[config.mk]
export PLATFORM = sky130hd
export DESIGN_NAME = wr_status_resp
export DESIGN_NICKNAME = d
export VERILOG_FILES = /design/src/rtl/wsr_pkg.sv /design/src/rtl/wsr_rd_detect.sv /design/src/rtl/wsr_toggle.sv /design/src/rtl/wsr_rb_drv.sv /design/src/rtl/wsr_out_mux.sv /design/src/rtl/wr_status_resp.sv
export SDC_FILE = /design/constraint.sdc
export NUM_CORES = 1
export LEC_CHECK = 0
export BUFFER_PORTS_ARGS = -buffer_cell sky130_fd_sc_hd__buf_2
export CAP_MARGIN = 20
export CELL_PAD_IN_SITES_DETAIL_PLACEMENT = 1
export CELL_PAD_IN_SITES_GLOBAL_PLACEMENT = 1
export CORE_MARGIN = 10
export CORE_UTILIZATION = 17
export CTS_CLUSTER_SIZE = 25
export DETAILED_ROUTE_END_ITERATION = 6
export GPL_TIMING_DRIVEN = 0
export PLACE_DENSITY_LB_ADDON = 0.1
export RECOVER_POWER = 100
export SLEW_MARGIN = 25
export SYNTH_ARGS = -nofsm -noshare
export SYNTH_HDL_FRONTEND = slang
export SYNTH_SLANG_ARGS = --single-unit
[constraint.sdc]
create_clock -name clk_i -period 3.2 [get_ports clk_i]
set_clock_uncertainty 0.05 [all_clocks]
set_input_delay 0.64 -clock clk_i [delete_from_list [all_inputs] [get_ports clk_i]]
set_output_delay 0.64 -clock clk_i [all_outputs]
set_load 0.02 [all_outputs]
[src/rtl/wsr_pkg.sv]
package wsr_pkg;
  localparam int unsigned POLL_BIT   = 7;
  localparam int unsigned TOGGLE_BIT = 6;
  localparam int unsigned TIMER_BIT  = 5;
  localparam int unsigned STAT_BITS  = 3;
endpackage

[src/rtl/wsr_rd_detect.sv]
module wsr_rd_detect (
  input  logic clk_i,
  input  logic rst_ni,
  input  logic ce_n_i,
  input  logic oe_n_i,
  input  logic we_n_i,
  output logic rd_act_o,
  output logic rd_end_o
);
  logic rd_q;

  assign rd_act_o = ~ce_n_i & ~oe_n_i & we_n_i;

  always_ff @(posedge clk_i or negedge rst_ni) begin
    if (!rst_ni) rd_q <= 1'b0;
    else         rd_q <= rd_act_o;
  end

  assign rd_end_o = rd_q & ~rd_act_o;

  // write strobe never reads as a read
  assert_write_not_read_R9: assert property (@(posedge clk_i) disable iff (!rst_ni)
    !we_n_i |-> !rd_act_o);
endmodule

[src/rtl/wsr_toggle.sv]
module wsr_toggle (
  input  logic clk_i,
  input  logic rst_ni,
  input  logic status_i,
  input  logic rd_end_i,
  output logic tgl_o
);
  logic status_q, tgl_q;
  logic start;

  assign start = status_i & ~status_q;

  always_ff @(posedge clk_i or negedge rst_ni) begin
    if (!rst_ni) begin
      status_q <= 1'b0;
      tgl_q    <= 1'b0;
    end else begin
      status_q <= status_i;
      if (start)                    tgl_q <= 1'b0;
      else if (status_i && rd_end_i) tgl_q <= ~tgl_q;
    end
  end

  assign tgl_o = tgl_q;

  assert_restart_zero_R5: assert property (@(posedge clk_i) disable iff (!rst_ni)
    $rose(status_i) |=> (tgl_o == 1'b0));
  assert_flip_per_read_R4: assert property (@(posedge clk_i) disable iff (!rst_ni)
    (status_i && status_q && rd_end_i) |=> (tgl_o != $past(tgl_o)));
  assert_hold_no_read_R9: assert property (@(posedge clk_i) disable iff (!rst_ni)
    (status_q && status_i && !rd_end_i) |=> $stable(tgl_o));
endmodule

[src/rtl/wsr_rb_drv.sv]
module wsr_rb_drv (
  input  logic clk_i,
  input  logic rst_ni,
  input  logic busy_i,
  output logic rdy_n_o
);
  always_ff @(posedge clk_i or negedge rst_ni) begin
    if (!rst_ni) rdy_n_o <= 1'b1;
    else         rdy_n_o <= ~busy_i;
  end

  assert_rb_low_R8: assert property (@(posedge clk_i) disable iff (!rst_ni)
    busy_i |=> !rdy_n_o);
  assert_rb_release_R8: assert property (@(posedge clk_i) disable iff (!rst_ni)
    !busy_i |=> rdy_n_o);
endmodule

[src/rtl/wsr_out_mux.sv]
module wsr_out_mux
  import wsr_pkg::*;
#(
  parameter int unsigned DW = 8
) (
  input  logic          rd_act_i,
  input  logic          status_i,
  input  logic          tgl_i,
  input  logic          load_run_i,
  input  logic [DW-1:0] last_wr_i,
  input  logic [DW-1:0] array_data_i,
  output logic [DW-1:0] dq_o,
  output logic [DW-1:0] dq_oe_o
);
  localparam logic [DW-1:0] STAT_MASK = {{STAT_BITS{1'b1}}, {(DW-STAT_BITS){1'b0}}};

  always_comb begin
    dq_o    = array_data_i;
    dq_oe_o = '0;
    if (status_i) begin
      dq_o             = '0;
      dq_o[POLL_BIT]   = ~last_wr_i[POLL_BIT];
      dq_o[TOGGLE_BIT] = tgl_i;
      dq_o[TIMER_BIT]  = ~load_run_i;
    end
    if (rd_act_i) dq_oe_o = status_i ? STAT_MASK : '1;
  end

  always_comb begin
    if (!rd_act_i) assert_no_drive_R1: assert (dq_oe_o == '0);
    if (rd_act_i && status_i) assert_stat_oe_R7: assert (dq_oe_o[TIMER_BIT-1:0] == '0);
  end
endmodule

[src/rtl/wr_status_resp.sv]
module wr_status_resp #(
  parameter int unsigned DW = 8
) (
  input  logic          clk_i,
  input  logic          rst_ni,
  input  logic          ce_n_i,
  input  logic          oe_n_i,
  input  logic          we_n_i,
  input  logic          busy_i,
  input  logic          load_run_i,
  input  logic [DW-1:0] last_wr_i,
  input  logic [DW-1:0] array_data_i,
  output logic [DW-1:0] dq_o,
  output logic [DW-1:0] dq_oe_o,
  output logic          rdy_n_o
);
  logic rd_act, rd_end, tgl, status;

  assign status = busy_i | load_run_i;

  wsr_rd_detect u_rd (
    .clk_i, .rst_ni, .ce_n_i, .oe_n_i, .we_n_i,
    .rd_act_o(rd_act), .rd_end_o(rd_end)
  );

  wsr_toggle u_tgl (
    .clk_i, .rst_ni, .status_i(status), .rd_end_i(rd_end), .tgl_o(tgl)
  );

  wsr_rb_drv u_rb (
    .clk_i, .rst_ni, .busy_i, .rdy_n_o
  );

  wsr_out_mux #(.DW(DW)) u_mux (
    .rd_act_i(rd_act), .status_i(status), .tgl_i(tgl), .load_run_i,
    .last_wr_i, .array_data_i, .dq_o, .dq_oe_o
  );

  assert_poll_inv_R3: assert property (@(posedge clk_i) disable iff (!rst_ni)
    (rd_act && status) |-> (dq_o[7] == ~last_wr_i[7]));
  assert_idle_pass_R2: assert property (@(posedge clk_i) disable iff (!rst_ni)
    (rd_act && !status) |-> (dq_o == array_data_i && dq_oe_o == '1));
  assert_timer_bit_R6: assert property (@(posedge clk_i) disable iff (!rst_ni)
    (rd_act && status) |-> (dq_o[5] == !load_run_i));
endmodule

==> results.sh, run 1 <==
export IMPL_outcome="completed"
export IMPL_start_kind="input pin"
export IMPL_synthAdderAreaFrac=0
export IMPL_antenna_found_initial=0
export IMPL_final_common_cell="clkbuf_1"
export IMPL_finalSetupTns_ns=0
export IMPL_dr_pass1_iters=2
export IMPL_vias=327
export IMPL_path_class="input pin to output port"
export IMPL_grt_max_degree=11
export IMPL_ant_nets=0
export IMPL_ys_ff_latch=4
export IMPL_grt_overflow_total=0
export IMPL_maxSlewViolCount=0
export IMPL_critPathArrivalTime_ns=1.99
export IMPL_placed_area_sq_um=457
export IMPL_die_height_um=60.3
export IMPL_peakVddDrop_mv=0.158
export IMPL_numPortBuffers=32
export IMPL_antenna_cells=0
export IMPL_finalWeightedCongestion=0.642
export IMPL_cts_htree_levels=1
export IMPL_end_kind="output port"
export IMPL_netlist_instances=33
export IMPL_fp_row_count=14
export IMPL_die_x_um=60.3
export IMPL_final_cell_mix="clkbuf_1 (19), buf_2 (15), buf_4 (7)"
export IMPL_synthTopCellsByArea="dfrtp_1 (27%), buf_4 (19%), and2_1 (11%)"
export IMPL_drive_gt1_frac=0.391
export IMPL_worstMarginPinSlew_ns=0.353
export IMPL_synth_fp_nets=56
export IMPL_die_area_sq_um=3640
export IMPL_drt_total_wl_um=1040
export IMPL_post_cts_setup_buffer_count=0
export IMPL_clock_latency_ns=0.24
export IMPL_clock_sinks=4
export IMPL_powerDensity_nw_per_um2=392
export IMPL_synth_xor_area_frac=0
export IMPL_grt_setup_unrepaired="no"
export IMPL_synth_top_family_by_area="simple AND/OR/NAND/NOR gates"
export IMPL_setup_viol=0
export IMPL_area_growth_pct=65.6
export IMPL_dp_final_hpwl_um=923
export IMPL_grt_usage=0.0550
export IMPL_syn_area_sq_um=277
export IMPL_io_pin_count=40
export IMPL_wl_per_cell_um=12.3
export IMPL_maxSlewHeadroom=0.765
export IMPL_final_design_area_no_fill_sq_um=458
export IMPL_synth_seq_area_share=0.367
export IMPL_floorplan_initialDensity=0.181
export IMPL_synth_top_area_cell="dfrtp_1"
export IMPL_layout_min_cycle_time_ns=2.68
export IMPL_core_area_sq_um=1520
export IMPL_drtIter0Drc=2
export IMPL_cts_max_path_buffers=2
export IMPL_p_leak_nw=0.235
export IMPL_hold_violations=0
export IMPL_finalHoldWorstSlack_ns=0.168
export IMPL_via_per_inst=3.85
export IMPL_ys_types=15
export IMPL_cp_max_fo=10
export IMPL_cts_hold_fix_buffers=0
export IMPL_cp_required_ns=2.51
export IMPL_yosys_warnings=0
export IMPL_min_path_type="input pin to asynchronous set/reset pin"
export IMPL_synth_mux_area_frac=0.0407
export IMPL_grt_pass1_wl_um=1500
export IMPL_max_clock_freq_ghz=0.373
export IMPL_clk_pin_slew_ns=0.04
export IMPL_synth_simple_gate_area_share=0.271
export IMPL_root_buffer="clkbuf_4"
export IMPL_final_period_utilization=0.838
export IMPL_cts_buffers_inserted=3
export IMPL_post_cts_resize_count=0
export IMPL_grt_pass1_vias=336
export IMPL_synth_top_area_frac=0.271
export IMPL_cap_violations=0
export IMPL_cts_tree="yes"
export IMPL_synth_compound_area_frac=0.0679
export IMPL_drc=0
export IMPL_syn_avg_cell_area_sq_um=8.38
export IMPL_fin_nets=93
==> layout make-up <==
cell class	count	area, sq um
Timing Repair Buffer	32	139
Clock buffer	4	26.3
Buffer	8	56.3
Inverter	3	12.5
Tap cell	16	20.0
Multi-Input combinational cell	18	103
Sequential cell	4	101
Fill cell	211	1070
==> routing by layer <==
metal / track usage / vias to the layer above / share of wire
met5: 0 / - / 0
met4: 0.0385 / 0 / 0.013
met3: 0.0334 / 2 / 0.16
met2: 0.0809 / 19 / 0.47
met1: 0.0570 / 139 / 0.36
li1: - / 167 / -
==> power breakdown <==
part           switching [mW]  internal (mW)  total (mW)  leakage, nW
Sequential            0.00385         0.0564      0.0603       0.0470
Clock                  0.0220         0.0469      0.0689       0.0150
Combinational          0.0295         0.0208      0.0503        0.173
==> final timing paths <==
check,from,endpoint,slack [ns],depth (start not counted)
max in group asynchronous,rst_ni,u_rb.rdy_n_o,2.68,1
setup reg to reg,u_tgl.tgl_o,u_tgl.tgl_o,2.27,2
hold reg to reg,u_tgl.tgl_o,u_tgl.tgl_o,0.50,1
hold / removal,rst_ni,u_rd.rd_q,0.17,1
setup / recovery,busy_i,dq_oe_o[3],0.52,7
min in group clk_i,u_tgl.tgl_o,u_tgl.tgl_o,0.50,1
==> cells by family (layout without fill, tap and decap cells) <==
logic type	after synthesis	count (layout)
buffers and inverters	11	47
DFF	4	4
muxes	1	1
and+or+nand+nor	14	14
AOI/OAI and AO/OA	3	3
==> through the flow <==
stage / std cells / total power, mW / util / setup slack, ns
finish: 85 / 0.179 / 0.300 / 0.519
global placement: 81 / 0.116 / 0.300 / 0.729
CTS: 85 / 0.189 / 0.317 / 0.723
global route: 85 / 0.196 / 0.300 / 0.345
floorplan: 33 / 0.0923 / - / 0.817
detailed placement: 81 / 0.116 / 0.300 / 0.725
==> Yosys cell counts <==
| master | count |
|---|---|
| nand2_1 | 3 |
| and2_1 | 5 |
| nor4_1 | 1 |
| dfrtp_1 | 3 |
| dfstp_2 | 1 |
| inv_1 | 2 |
| nor2_1 | 4 |
| buf_4 | 7 |
| a211o_1 | 1 |
| buf_2 | 1 |
| or3b_4 | 1 |
| o21ai_0 | 1 |
| a21oi_1 | 1 |
| clkinv_2 | 1 |
| mux2_1 | 1 |
==> state kept, by name, indices dropped and copies added, names as in the netlist <==
name,cells
u_tgl.status_q,1
u_rb.rdy_n_o,1
u_tgl.tgl_o,1
u_rd.rd_q,1
==> worst max-delay path, stage by stage <==
cell	delay [ns]
clkbuf_1	0.10
nor2_1	0.15
clkbuf_1	0.32
inv_1	0.11
nor2_1	0.27
buf_4	0.16
clkbuf_1	0.23
Power figures use the tool's default switching activity.
==> run 2: changes to the inputs <==
--- a/config.mk
+++ b/config.mk
@@ -10,7 +10,7 @@
 export CELL_PAD_IN_SITES_DETAIL_PLACEMENT = 1
 export CELL_PAD_IN_SITES_GLOBAL_PLACEMENT = 1
 export CORE_MARGIN = 10
-export CORE_UTILIZATION = 17
+export CORE_UTILIZATION = 16
 export CTS_CLUSTER_SIZE = 25
 export DETAILED_ROUTE_END_ITERATION = 6
 export GPL_TIMING_DRIVEN = 0
==> constraint.sdc (replaced) <==
create_clock -name clk_i -period 2.55 [get_ports clk_i]
set_clock_uncertainty 0.05 [all_clocks]
set_input_delay 0.51 -clock clk_i [delete_from_list [all_inputs] [get_ports clk_i]]
set_output_delay 0.51 -clock clk_i [all_outputs]
set_load 0.02 [all_outputs]
==> run 2 against run 1 <==
Non-clock buffer count is 1 higher. Total power is 29% higher. Utilization fell by 0.37 points. Critical path type unchanged. Die area rose by 4.2%. Register-to-register slack got worse by 0.65 ns. Clock power grew 30%.
==> results.sh, run 2 (same netlist as run 1, synthesis figures left out) <==
export IMPL_outcome="completed"
export IMPL_critPathArrivalTime_ns=1.68
export IMPL_grt_pass1_vias=374
export IMPL_post_cts_setup_buffer_count=0
export IMPL_antenna_found_initial=0
export IMPL_switching_share=0.320
export IMPL_path_class="input pin to output port"
export IMPL_clock_latency_ns=0.25
export IMPL_grt_pass1_wl_um=1570
export IMPL_power_switching_uw=73.9
export IMPL_power_frac_clock=0.389
export IMPL_maxSlewHeadroom=0.819
export IMPL_core_area_sq_um=1580
export IMPL_cts_tree="yes"
export IMPL_die_x_um=61.6
export IMPL_startpoint="busy_i"
export IMPL_die_height_um=61.6
export IMPL_hold_violations=0
export IMPL_drtIter0Drc=3
export IMPL_grt_max_degree=11
export IMPL_dp_final_hpwl_um=888
export IMPL_peakVddDrop_mv=0.291
export IMPL_crit_end="dq_oe_o[3]"
export IMPL_min_path_type="input pin to flop"
export IMPL_r2r_end="u_tgl.tgl_o"
export IMPL_powerDensity_nw_per_um2=493
export IMPL_clock_sinks=4
export IMPL_clk_pin_slew_ns=0.03
export IMPL_cts_buffers_inserted=3
export IMPL_drive_gt1_frac=0.386
export IMPL_comb_power_share=0.281
export IMPL_cap_violations=0
export IMPL_final_cell_mix="clkbuf_1 (19), buf_2 (15), buf_4 (6)"
export IMPL_cp_required_ns=1.99
export IMPL_finalSetupTns_ns=0
export IMPL_pre_cts_ws_ns=0.339
export IMPL_fin_util=0.297
export IMPL_max_clock_freq_ghz=0.446
export IMPL_setup_ws_ns=0.306
export IMPL_cp_max_fo=10
export IMPL_die_area_sq_um=3790
export IMPL_maxSlewViolCount=0
export IMPL_grt_overflow_total=0
export IMPL_seqPwrFrac=0.330
export IMPL_area_growth_pct=69.2
export IMPL_post_cts_resize_count=0
export IMPL_floorplan_initialDensity=0.175
export IMPL_end_kind="output port"
export IMPL_finalWeightedCongestion=0.625
export IMPL_totalPowerFinal_uw=231
export IMPL_io_pin_count=40
export IMPL_fp_row_count=14
export IMPL_vias=344
export IMPL_layout_min_cycle_time_ns=2.24
export IMPL_final_period_utilization=0.880
export IMPL_antenna_cells=0
export IMPL_rr_startpoint="u_tgl.tgl_o"
export IMPL_cts_max_path_buffers=2
export IMPL_whs_path_depth=2
export IMPL_numPortBuffers=32
export IMPL_ant_nets=0
export IMPL_p_leak_nw=0.240
export IMPL_worstMarginPinSlew_ns=0.270
export IMPL_cts_hold_fix_buffers=1
export IMPL_via_per_inst=4.00
export IMPL_worstRegToRegCells=3
export IMPL_grt_usage=0.0595
export IMPL_wl_per_cell_um=12.4
export IMPL_start_kind="input pin"
export IMPL_grt_setup_unrepaired="no"
export IMPL_drc=0
export IMPL_dr_pass1_iters=2
export IMPL_finalHoldWorstSlack_ns=0.394
export IMPL_setup_viol=0
export IMPL_internal_power_uw=157
export IMPL_root_buffer="clkbuf_4"
export IMPL_fin_nets=94
export IMPL_cts_htree_levels=1
export IMPL_drt_total_wl_um=1070
export IMPL_final_common_cell="clkbuf_1"
export IMPL_r2r_slack_ns=1.62
[run 2: cell count changes in the layout (fill, tap and decap cells not counted), sizes merged]
| cell | before | now |
|---|---|---|
| dlygate4sd3 | 0 | 1 |
| buf | 22 | 21 |
| clkbuf | 22 | 23 |
[run 2: layout make-up]
cell class	instances	area, sq um
plain buffers	8	57.6
flip-flops and latches	4	101
fillers	213	1110
repair buffers	33	148
clock buffers	4	26.3
well taps	16	20.0
multi-input cells	18	103
inverters	3	12.5
[run 2: critical path, stage by stage]
cell and delay, ns:
clkbuf_1 0.09, nor2_1 0.15, buf_2 0.22, inv_1 0.07, nor2_1 0.24, buf_4 0.16, clkbuf_1 0.23
[run 2: stage by stage]
| stage | area (sq um) | cells |
|---|---|---|
| after floorplan | 277 | 33 |
| after global placement | 457 | 81 |
| after detailed placement | 457 | 81 |
| after CTS | 493 | 86 |
| after global routing | 468 | 86 |
| final | 468 | 86 |
[run 2: worst min path at each step]
| stage | start | slack, ns | to |
|---|---|---|---|
| global route | busy_i | 0.40 | u_rb.rdy_n_o |
| floorplan | rst_ni | 0.16 | u_rd.rd_q |
| CTS | busy_i | 0.35 | u_rb.rdy_n_o |
| finish | busy_i | 0.39 | u_rb.rdy_n_o |
| detailed placement | rst_ni | 0.27 | u_tgl.tgl_o |
| global placement | rst_ni | 0.27 | u_tgl.tgl_o |
[run 2: power groups by stage]
stage / Sequential [mW] / Clock [mW] / Combinational (mW)
final: 0.0761 / 0.0898 / 0.0649
after global routing: 0.0766 / 0.0998 / 0.0716
after CTS: 0.0756 / 0.0967 / 0.0712
after detailed placement: 0.0763 / 0 / 0.0690
after global placement: 0.0760 / 0 / 0.0687
after floorplan: 0.0765 / 0 / 0.0394
[run 2: per-layer routing]
metal	up-vias	track usage	part of all wire
li1	172	-	-
met1	138	0.0600	0.41
met2	32	0.0673	0.35
met3	2	0.0638	0.21
met4	0	0.0478	0.025
met5	-	0	0
